--- src/rtl/phy_tif_pkg.sv ---
package phy_tif_pkg;

    localparam int TIF_DW = 8;

    typedef enum logic [3:0] {
        ST_IDLE,
        ST_CLK_HI,
        ST_CODE,
        ST_EN_HI,
        ST_CLK_LO,
        ST_EN_LO,
        ST_DATA,
        ST_CLK_RISE,
        ST_CLR_HI,
        ST_CLR_LO,
        ST_DONE
    } tif_state_e;

    typedef struct packed {
        logic              clr;
        logic              clk;
        logic              en;
        logic [TIF_DW-1:0] din;
    } tif_pins_t;

    localparam tif_pins_t PINS_IDLE = '{clr: 1'b0, clk: 1'b1, en: 1'b0, din: '0};

    // Next step of the write pattern; the last one hands over to ST_DONE.
    function automatic tif_state_e next_write_step(tif_state_e s);
        case (s)
            ST_CLK_HI: return ST_CODE;
            ST_CODE:   return ST_EN_HI;
            ST_EN_HI:  return ST_CLK_LO;
            ST_CLK_LO: return ST_EN_LO;
            ST_EN_LO:  return ST_DATA;
            ST_DATA:   return ST_CLK_RISE;
            default:   return ST_DONE;
        endcase
    endfunction

    function automatic logic is_write_step(tif_state_e s);
        return (s == ST_CLK_HI) || (s == ST_CODE) || (s == ST_EN_HI) ||
               (s == ST_CLK_LO) || (s == ST_EN_LO) || (s == ST_DATA) ||
               (s == ST_CLK_RISE);
    endfunction

    // Pin levels that belong to each state.
    function automatic tif_pins_t pins_for(tif_state_e s,
                                           logic [TIF_DW-1:0] code,
                                           logic [TIF_DW-1:0] data);
        tif_pins_t p;
        p = PINS_IDLE;
        case (s)
            ST_CODE:     p.din = code;
            ST_EN_HI:    begin p.din = code; p.en = 1'b1; end
            ST_CLK_LO:   begin p.din = code; p.en = 1'b1; p.clk = 1'b0; end
            ST_EN_LO:    begin p.din = code; p.clk = 1'b0; end
            ST_DATA:     begin p.din = data; p.clk = 1'b0; end
            ST_CLK_RISE: p.din = data;
            ST_CLR_HI:   p.clr = 1'b1;
            default:     p = PINS_IDLE;
        endcase
        return p;
    endfunction

endpackage

--- src/rtl/tif_step_timer.sv ---
module tif_step_timer #(
    parameter int CNT_W = 8
) (
    input  logic             clk,
    input  logic             rst,
    input  logic             load,
    input  logic [CNT_W-1:0] load_val,
    output logic             zero
);
    logic [CNT_W-1:0] cnt_q;

    always_ff @(posedge clk) begin
        if (rst)
            cnt_q <= '0;
        else if (load)
            cnt_q <= load_val;
        else if (cnt_q != '0)
            cnt_q <= cnt_q - 1'b1;
    end

    assign zero = (cnt_q == '0);

    // an expired count stays expired until reloaded
    timer_hold_zero_chk: assert property (@(posedge clk) disable iff (rst)
        (zero && !load) |=> zero);

endmodule

--- src/rtl/tif_sequencer.sv ---
module tif_sequencer
    import phy_tif_pkg::*;
#(
    parameter int HOLD_W     = 8,
    parameter int CLR_CYCLES = 16,
    parameter int CNT_W      = 8
) (
    input  logic              clk,
    input  logic              rst,
    input  logic              req_valid,
    input  logic              req_clear,
    input  logic [TIF_DW-1:0] req_code,
    input  logic [TIF_DW-1:0] req_data,
    input  logic [HOLD_W-1:0] hold_cycles,
    output logic              req_ready,
    input  logic              timer_zero,
    output logic              timer_load,
    output logic [CNT_W-1:0]  timer_val,
    output tif_pins_t         pins_nxt,
    output logic              done_nxt
);
    localparam logic [CNT_W-1:0] CLR_LOAD = CNT_W'(CLR_CYCLES - 1);

    tif_state_e        state_q, state_n;
    logic [TIF_DW-1:0] code_q, data_q;
    logic [HOLD_W-1:0] hold_q;
    logic              accept;

    assign req_ready = (state_q == ST_IDLE);
    assign accept    = req_ready && req_valid;

    always_comb begin
        state_n    = state_q;
        timer_load = 1'b0;
        timer_val  = CNT_W'(hold_q);
        if (state_q == ST_IDLE) begin
            if (req_valid) begin
                timer_load = 1'b1;
                if (req_clear) begin
                    state_n   = ST_CLR_HI;
                    timer_val = CLR_LOAD;
                end else begin
                    state_n   = ST_CLK_HI;
                    timer_val = CNT_W'(hold_cycles);
                end
            end
        end else if (is_write_step(state_q)) begin
            if (timer_zero) begin
                state_n    = next_write_step(state_q);
                timer_load = 1'b1;
            end
        end else if (state_q == ST_CLR_HI) begin
            if (timer_zero) begin
                state_n    = ST_CLR_LO;
                timer_load = 1'b1;
                timer_val  = CLR_LOAD;
            end
        end else if (state_q == ST_CLR_LO) begin
            if (timer_zero)
                state_n = ST_DONE;
        end else begin
            state_n = ST_IDLE;
        end
    end

    always_ff @(posedge clk) begin
        if (rst) begin
            state_q <= ST_IDLE;
            code_q  <= '0;
            data_q  <= '0;
            hold_q  <= '0;
        end else begin
            state_q <= state_n;
            if (accept) begin
                code_q <= req_code;
                data_q <= req_data;
                hold_q <= hold_cycles;
            end
        end
    end

    assign pins_nxt = pins_for(state_q, code_q, data_q);
    assign done_nxt = (state_q == ST_DONE);


    busy_no_ready_chk: assert property (@(posedge clk) disable iff (rst)
        accept |=> !req_ready);


    hold_frozen_chk: assert property (@(posedge clk) disable iff (rst)
        !req_ready |=> $stable(hold_q));

endmodule

--- src/rtl/tif_pin_reg.sv ---
module tif_pin_reg
    import phy_tif_pkg::*;
(
    input  logic      clk,
    input  logic      rst,
    input  tif_pins_t pins_nxt,
    input  logic      done_nxt,
    output tif_pins_t pins,
    output logic      done
);
    always_ff @(posedge clk) begin
        if (rst) begin
            pins <= PINS_IDLE;
            done <= 1'b0;
        end else begin
            pins <= pins_nxt;
            done <= done_nxt;
        end
    end


    fall_needs_en_chk: assert property (@(posedge clk) disable iff (rst)
        $fell(pins.clk) |-> pins.en);


    rise_without_en_chk: assert property (@(posedge clk) disable iff (rst)
        $rose(pins.clk) |-> !pins.en);


    bus_steady_on_fall_chk: assert property (@(posedge clk) disable iff (rst)
        $fell(pins.clk) |-> $stable(pins.din));


    clr_with_clk_high_chk: assert property (@(posedge clk) disable iff (rst)
        pins.clr |-> (pins.clk && !pins.en));


    done_single_chk: assert property (@(posedge clk) disable iff (rst)
        done |=> !done);

endmodule

--- src/rtl/phy_tif_writer.sv ---
module phy_tif_writer
    import phy_tif_pkg::*;
#(
    parameter int HOLD_W     = 8,
    parameter int CLR_CYCLES = 15000
) (
    input  logic              clk,
    input  logic              rst,
    input  logic [HOLD_W-1:0] hold_cycles,
    input  logic              req_valid,
    output logic              req_ready,
    input  logic              req_clear,
    input  logic [TIF_DW-1:0] req_code,
    input  logic [TIF_DW-1:0] req_data,
    output logic              done,
    output logic              tif_clk,
    output logic              tif_en,
    output logic              tif_clr,
    output logic [TIF_DW-1:0] tif_din
);
    localparam int CLR_W = $clog2(CLR_CYCLES + 1);
    localparam int CNT_W = (CLR_W > HOLD_W) ? CLR_W : HOLD_W;

    logic             timer_load, timer_zero, done_nxt;
    logic [CNT_W-1:0] timer_val;
    tif_pins_t        pins_nxt, pins;

    tif_step_timer #(.CNT_W(CNT_W)) i_timer (
        .clk      (clk),
        .rst      (rst),
        .load     (timer_load),
        .load_val (timer_val),
        .zero     (timer_zero)
    );

    tif_sequencer #(
        .HOLD_W     (HOLD_W),
        .CLR_CYCLES (CLR_CYCLES),
        .CNT_W      (CNT_W)
    ) i_seq (
        .clk         (clk),
        .rst         (rst),
        .req_valid   (req_valid),
        .req_clear   (req_clear),
        .req_code    (req_code),
        .req_data    (req_data),
        .hold_cycles (hold_cycles),
        .req_ready   (req_ready),
        .timer_zero  (timer_zero),
        .timer_load  (timer_load),
        .timer_val   (timer_val),
        .pins_nxt    (pins_nxt),
        .done_nxt    (done_nxt)
    );

    tif_pin_reg i_pins (
        .clk      (clk),
        .rst      (rst),
        .pins_nxt (pins_nxt),
        .done_nxt (done_nxt),
        .pins     (pins),
        .done     (done)
    );

    assign tif_clk = pins.clk;
    assign tif_en  = pins.en;
    assign tif_clr = pins.clr;
    assign tif_din = pins.din;


    idle_pins_chk: assert property (@(posedge clk) disable iff (rst)
        req_ready |-> (tif_clk && !tif_en && !tif_clr && tif_din == '0));


    done_when_ready_chk: assert property (@(posedge clk) disable iff (rst)
        done |-> req_ready);

endmodule

--- config.mk ---
export PLATFORM = sky130hd
export DESIGN_NAME = phy_tif_writer
export DESIGN_NICKNAME = d
export VERILOG_FILES = /design/src/rtl/phy_tif_pkg.sv /design/src/rtl/tif_step_timer.sv /design/src/rtl/tif_sequencer.sv /design/src/rtl/tif_pin_reg.sv /design/src/rtl/phy_tif_writer.sv
export SDC_FILE = /design/constraint.sdc
export NUM_CORES = 1
export LEC_CHECK = 0
export BUFFER_PORTS_ARGS = -buffer_cell sky130_fd_sc_hd__buf_2
export CAP_MARGIN = 10
export CORE_MARGIN = 1
export CORE_UTILIZATION = 30
export CTS_CLUSTER_SIZE = 28
export DETAILED_ROUTE_END_ITERATION = 7
export GPL_ROUTABILITY_DRIVEN = 0
export PLACE_DENSITY = 0.55
export SYNTH_ARGS = -nofsm -noshare
export SYNTH_HDL_FRONTEND = slang
export SYNTH_SLANG_ARGS = --single-unit
--- constraint.sdc ---
create_clock -name clk -period 1.9 [get_ports clk]
set_input_delay 0.285 -clock clk [delete_from_list [all_inputs] [get_ports clk]]
set_output_delay 0.285 -clock clk [all_outputs]
set_load 0.03 [all_outputs]
* After elaboration in Yosys (flattened, before gate mapping) *
Cells that the tools add are included.

operators by class
  add/subtract/negate cells = 1
  equal/unequal tests = 14
  multiplexer cells = 27
  reductions and logical operators = 16

operator list
  operator                                                                  number
  14-bit 2-to-1 mux                                                         8
  4-bit 2-to-1 mux                                                          9
  4-bit one-hot mux with 6 select lines                                     1
  4-bit by 3-bit == test with 1-bit output (second input constant)          4
  8-bit one-hot mux with 2 select lines                                     1
  14-bit logical NOT                                                        1
  14-bit nonzero test                                                       1
  14-bit by 1-bit subtractor with 14-bit output (second input constant)     1
  4-bit == test (second input constant)                                     3
  3-bit by 1-bit inequality test with 1-bit output (second input constant)  3
  4-bit by 2-bit == test with 1-bit output (second input constant)          2
  1-bit 2-to-1 mux                                                          8
  1-bit logical OR                                                          6
  4-bit by 1-bit == test with 1-bit output (second input constant)          1
  4-bit logical NOT                                                         1
  4-bit AND reduction                                                       1
  2-bit OR reduction                                                        2
  4-bit OR reduction                                                        1
  3-bit OR reduction                                                        1
  2-bit inequality test (second input constant)                             1
  2-bit nonzero test                                                        1
  1-bit logical AND                                                         1

word-level totals
  bits in registers = 54
  input port bits = 28
  output and inout bits = 13
  logic and storage cells = 68

* Depth between registers and ports, before layout *
  depth in word-level cells = 10
  mapped depth = 9
  gate-level depth less buffers = 7

* Modules after synthesis *
A second synthesis with hierarchy kept.

unflattened totals
  cells, all modules = 338
  area total of the unflattened synthesis = 2,671.3 um^2

modules (own cells, without submodules)
  module          times used  cells an instance  area an instance (um^2)  sequential area each (um^2)
  tif_sequencer   1           204                1,457.6                  560.5
  tif_step_timer  1           109                887.1                    280.3
  tif_pin_reg     1           25                 326.6                    240.2

* Worst setup path after synthesis *
OpenSTA, ideal clock, no wires.

  path kind = register to register
  start = register i_timer.cnt_q[0]
  end = register i_timer.cnt_q[9]
  library setup time = 0.115 ns
  arrival = 1.717 ns
  data required time = 1.785 ns
  slack = 0.068 ns
  stages on the path, launching flop included = 9
  buffers on the path = 1
  clock period less this slack = 1.832 ns
  cell sequence = dfxtp_1 > inv_1 > ha_1 > nor3b_1 > nand4_2 > a21boi_4 > buf_6 > nor2_1 > o21a_1

on the way
  longest elaborated chain between the ends = 6
  elaborated cells between the ends (all ways) = 14
  classes of those cells = 1 x add/sub; 10 x mux; 3 x reduce/logical

RTL lines
  item                                                                                                   RTL line              text
  start: declaration                                                                                     tif_step_timer.sv:10  logic [CNT_W-1:0] cnt_q;
  start signal: assignment                                                                               tif_step_timer.sv:16  cnt_q <= load_val;
  start signal: assignment                                                                               tif_step_timer.sv:18  cnt_q <= cnt_q - 1'b1;
  parallel branches: the longest is 6 deep, another holds 14-bit by 1-bit subtractor with 14-bit output  n/a

Parallel ways; which one is timed is not known. The select of a mux whose other input is x is not followed.
A chain may end at the register's enable or synchronous reset.

* Final worst setup path *
  start = register i_seq.state_q[0]
  end = register i_timer.cnt_q[5]

on the way
  longest elaborated chain between the ends = 10
  elaborated cells between the ends (all ways) = 23
  classes of those cells = 8 x eq/ne; 7 x mux; 8 x reduce/logical

RTL lines
  item                                                                                                  RTL line             text
  start: declaration                                                                                    tif_sequencer.sv:24  tif_state_e state_q, state_n;
  start signal: assignment                                                                              tif_sequencer.sv:73  state_q <= state_n;
  4-bit by 1-bit == test with 1-bit output or 4-bit by 2-bit == test with 1-bit output (tied branches)  phy_tif_pkg.sv:42    return (s == ST_CLK_HI) || (s == ST_CODE) || (s == ST_EN_HI) ||
  1-bit logical OR (3 in series)                                                                        phy_tif_pkg.sv:42
  1-bit logical OR (3 in series)                                                                        phy_tif_pkg.sv:43    (s == ST_CLK_LO) || (s == ST_EN_LO) || (s == ST_DATA) ||
  14-bit 2-to-1 mux or 1-bit 2-to-1 mux (tied branches)                                                 tif_sequencer.sv:47  end else if (is_write_step(state_q)) begin
  14-bit 2-to-1 mux or 1-bit 2-to-1 mux (tied branches)                                                 tif_sequencer.sv:36  if (state_q == ST_IDLE) begin
  14-bit 2-to-1 mux or 2-bit nonzero test (tied branches)                                               n/a

Parallel ways exist; a longest one is shown, timed or not.

==> results_dict.tcl <==
set metrics [dict create \
    tightestPinTransition_ns 0.5317 \
    overflow 0 \
    synth-seq-cells 54 \
    sequential_to_total_area_share_from_yosys_stat_pct 41.24 \
    max_stage_delay_ns 0.57 \
    start_kind "flop" \
    synthDistinctLibCells 55 \
    ff2ff_setup_slack_ns 0.03 \
    crit_arrival_ns 2.13 \
    min_period_ns 1.874 \
    max-slew-margin-rel_pct 64.56 \
    clock.fmax_mhz 533.5 \
    worst_r2r_endpoint "i_timer.cnt_q[5]" \
    grt_antenna_before_repair 0 \
    cp_cell_sequence "or4_4 > buf_6 > nor3b_4 > nand2_1 > a211o_1 > a21oi_2" \
    postRouteWirelength_um 6491 \
    finalNetCount 407 \
    run_status "finished, final reports clean" \
    yosysTopAreaCellShare_pct 41.24 \
    cell_type_of_the_slowest_stage_on_the_worst_timing_path "sky130_fd_sc_hd__or4_4" \
    detail-route-antenna-nets 0 \
    leakagePower_nw 1.311 \
    report.final.slew_viol_count 0 \
    floorplan.die.width_um 95.48 \
    setup.worst_path.end_class "flop" \
    post_route_clock_period_utilization_pct 98.66 \
    dp_hpwl_um 4767 \
    synth_area_per_cell_um2 8.429 \
    antennaDiodeCount 0 \
    clock_sinks 54 \
    final.setup_skew_ns 0.006570 \
    mappedNetlistNets 341 \
    tritoncts "built" \
    power-per-cell-area_nw_per_um2 1451 \
    synthDominantAreaCellType "sky130_fd_sc_hd__dfxtp_1" \
    boundaryPins 41 \
    place.port_buffers 40 \
    initial_utilization_pct 31.43 \
    htreeDepth 2 \
    dr.first_iter.drc_count 110 \
    r2r_start "i_seq.state_q[0]" \
    ys_warn_count 0 \
    post-route-cell-area_um2 3296 \
    number_of_fillers_in_the_final_layout 889 \
    vdd.ir_drop.worst_mv 0.6004 \
    cells_taking_the_most_area_after_synthesis "sky130_fd_sc_hd__dfxtp_1 (41%), sky130_fd_sc_hd__nand2_1 (7.9%), sky130_fd_sc_hd__a21oi_1 (6.7%)" \
    postSynthCellCount 311 \
    synth_cell_area_um2 2621 \
    worstHoldPathType "input pin to flop" \
    areaGrowthSynthToFinish_pct 25.73 \
    count_of_hold_buffers_inserted_by_post_cts_repair 0 \
    drt_pre_antenna_iters 4 \
    placed_area_um2 3115 \
    reg2reg_depth 6 \
    clk_path_buf_depth 2 \
    path_max_fanout 4 \
    critPathRequiredTime_ns 2.16 \
    finalHoldViolCount 0 \
    edff_count_synth 0 \
    floorplan.die.height_um 95.48 \
    pin_count_of_the_biggest_net_entering_global_routing 28 \
    grt_use_total_pct 14.71 \
    global_route_wire_length_before_repair_um 10430 \
    area_of_the_core_um2 8341 \
    timing.max_cap.violations 0 \
    finalSetupViolations 0 \
    placementRows 33 \
    rsz_0062_raised_after_global_routing "yes" \
    dr_total_vias 2379 \
    worst-setup-path-type "flop to flop" \
    multi_input_combinational_cell_area_um2 1459 \
    area.sequential_um2 1082 \
    async_flop_share_pct 0 \
    timing.critical_path.from "i_seq.state_q[0]" \
    die-area_um2 9115 \
    routed_length_per_placed_instance_um 13.44 \
    drc_errors 0 \
    vias_per_cell 4.925 \
    cts-buffers-inserted 5 \
    cts.clk_slew.worst_paths_ns 0.10 \
    synth-main-ff-cell "sky130_fd_sc_hd__dfxtp_1" \
    crit_end "i_timer.cnt_q[5]" \
    insertion_delay_to_the_later_sink_of_the_worst_skew_pair_ns 0.31 \
    post_route_cells_drive_above_1_share_pct 31.48 \
    via_count_of_the_first_global_routing_pass 2140 \
    final.setup.tns_ns 0 \
    root_buffer "sky130_fd_sc_hd__clkbuf_8" \
]
-- what timing repair did --
| action | CTS | global route |
|---|---|---|
| setup endpoints to repair | 3 | 17 |
| buffers inserted | 0 | 3 |
| pin swaps | 1 | 6 |
| resized for setup | 3 | 12 |
-- metrics by stage --
stage | hold slack (ns) | utilization (%) | std cells | total power, mW | worst slack (ns)
floorplan | 0.3625 | - | 311 | 3.118 | 0.06834
global placement | 0.4384 | 37.35 | 472 | 3.907 | 0.01287
detailed placement | 0.4464 | 37.35 | 472 | 3.916 | -0.03499
CTS | 0.1812 | 38.67 | 480 | 4.657 | 0.01293
global route | 0.1980 | 39.51 | 483 | 5.095 | -0.01512
finish | 0.1940 | 39.51 | 483 | 4.783 | 0.02551
-- per-layer routing --
layer  global-route usage [%]  up-vias  wire, µm
met4                    4.478        0        86
met3                    2.153        7       185
met5                        0        -         0
met1                    20.70     1120      3264
li1                         -     1217         -
met2                    23.10       35      2954
-- how the worst min path moves through the flow --
stage | from | endpoint | slack, ns | cells after the start
after floorplan | rst | i_pins.done | 0.36 | 1
after global placement | i_seq.data_q[1] | i_seq.data_q[1] | 0.44 | 2
after detailed placement | i_seq.data_q[1] | i_seq.data_q[1] | 0.45 | 2
after CTS | req_code[4] | i_seq.code_q[4] | 0.18 | 3
after global routing | req_data[7] | i_seq.data_q[7] | 0.20 | 3
final | req_data[4] | i_seq.data_q[4] | 0.19 | 3
-- worst max-delay path: cells and delay by family, from the launching register on --
family	cells	cell delay, ns
AOI/OAI and AO/OA	2	0.41
and+or+nand+nor	3	0.93
buffers and inverters	1	0.16
DFF	1	0.32
-- cells in the mapped netlist (6+ instances only) --
| cell type | count |
|---|---|
| sky130_fd_sc_hd__nand3_1 | 9 |
| sky130_fd_sc_hd__a211oi_1 | 7 |
| sky130_fd_sc_hd__nor2_1 | 30 |
| sky130_fd_sc_hd__nand2_1 | 55 |
| sky130_fd_sc_hd__o21a_1 | 6 |
| sky130_fd_sc_hd__xor2_1 | 9 |
| sky130_fd_sc_hd__o21ai_0 | 7 |
| sky130_fd_sc_hd__clkbuf_1 | 9 |
| sky130_fd_sc_hd__a22oi_1 | 9 |
| sky130_fd_sc_hd__dfxtp_1 | 54 |
| sky130_fd_sc_hd__a21oi_1 | 35 |
| sky130_fd_sc_hd__nor3_1 | 9 |
| sky130_fd_sc_hd__mux2_2 | 6 |
-- state kept, by name, indices dropped and copies added (netlist names) --
signal / cells
i_timer.cnt_q: 14
i_pins.pins: 11
i_seq.code_q: 8
i_seq.data_q: 8
i_seq.hold_q: 8
i_seq.state_q: 4
i_pins.done: 1
-- cell families (layout without fill, tap and decap cells) --
| kind of cell | after synthesis | count (layout) | synth area share (%) |
|---|---|---|---|
| fa+ha+maj | 2 | 2 | 0.9545 |
| xor+xnor | 11 | 11 | 3.676 |
| buf+inv | 22 | 89 | 4.916 |
| compound gates | 78 | 78 | 19.09 |
| simple gates | 136 | 136 | 26.64 |
| mux | 8 | 8 | 3.484 |
| flops | 54 | 54 | 41.24 |
-- area by class of cell --
| type | count | area share (%) |
|---|---|---|
| inverters | 3 | 0.4935 |
| flip-flops and latches | 54 | 32.84 |
| clock inverters | 2 | 0.4935 |
| repair buffers | 78 | 15.41 |
| clock buffers | 6 | 2.506 |
| multi-input cells | 235 | 44.27 |
| well taps | 105 | 3.986 |
-- power breakdown --
part	total [mW]	internal [mW]	leakage, nW	switching [mW]
registers	1.57	1.35	0.442	0.220
clock network	0.701	0.301	0.0478	0.400
logic	2.51	1.20	0.822	1.31
total	4.78	2.85	1.31	1.93
-- cell usage in the layout, fill, tap and decap left out, types with 8 or more instances in the layout --
cell type | netlist | final
sky130_fd_sc_hd__a22oi_1 | 9 | 8
sky130_fd_sc_hd__buf_4 | 2 | 36
sky130_fd_sc_hd__buf_2 | 3 | 39
sky130_fd_sc_hd__xor2_1 | 9 | 9
sky130_fd_sc_hd__nand2_1 | 55 | 55
sky130_fd_sc_hd__nor2_1 | 30 | 29
sky130_fd_sc_hd__a21oi_1 | 35 | 35
sky130_fd_sc_hd__nand3_1 | 9 | 9
sky130_fd_sc_hd__dfxtp_1 | 54 | 53
(Power assumes the default switching activity.)
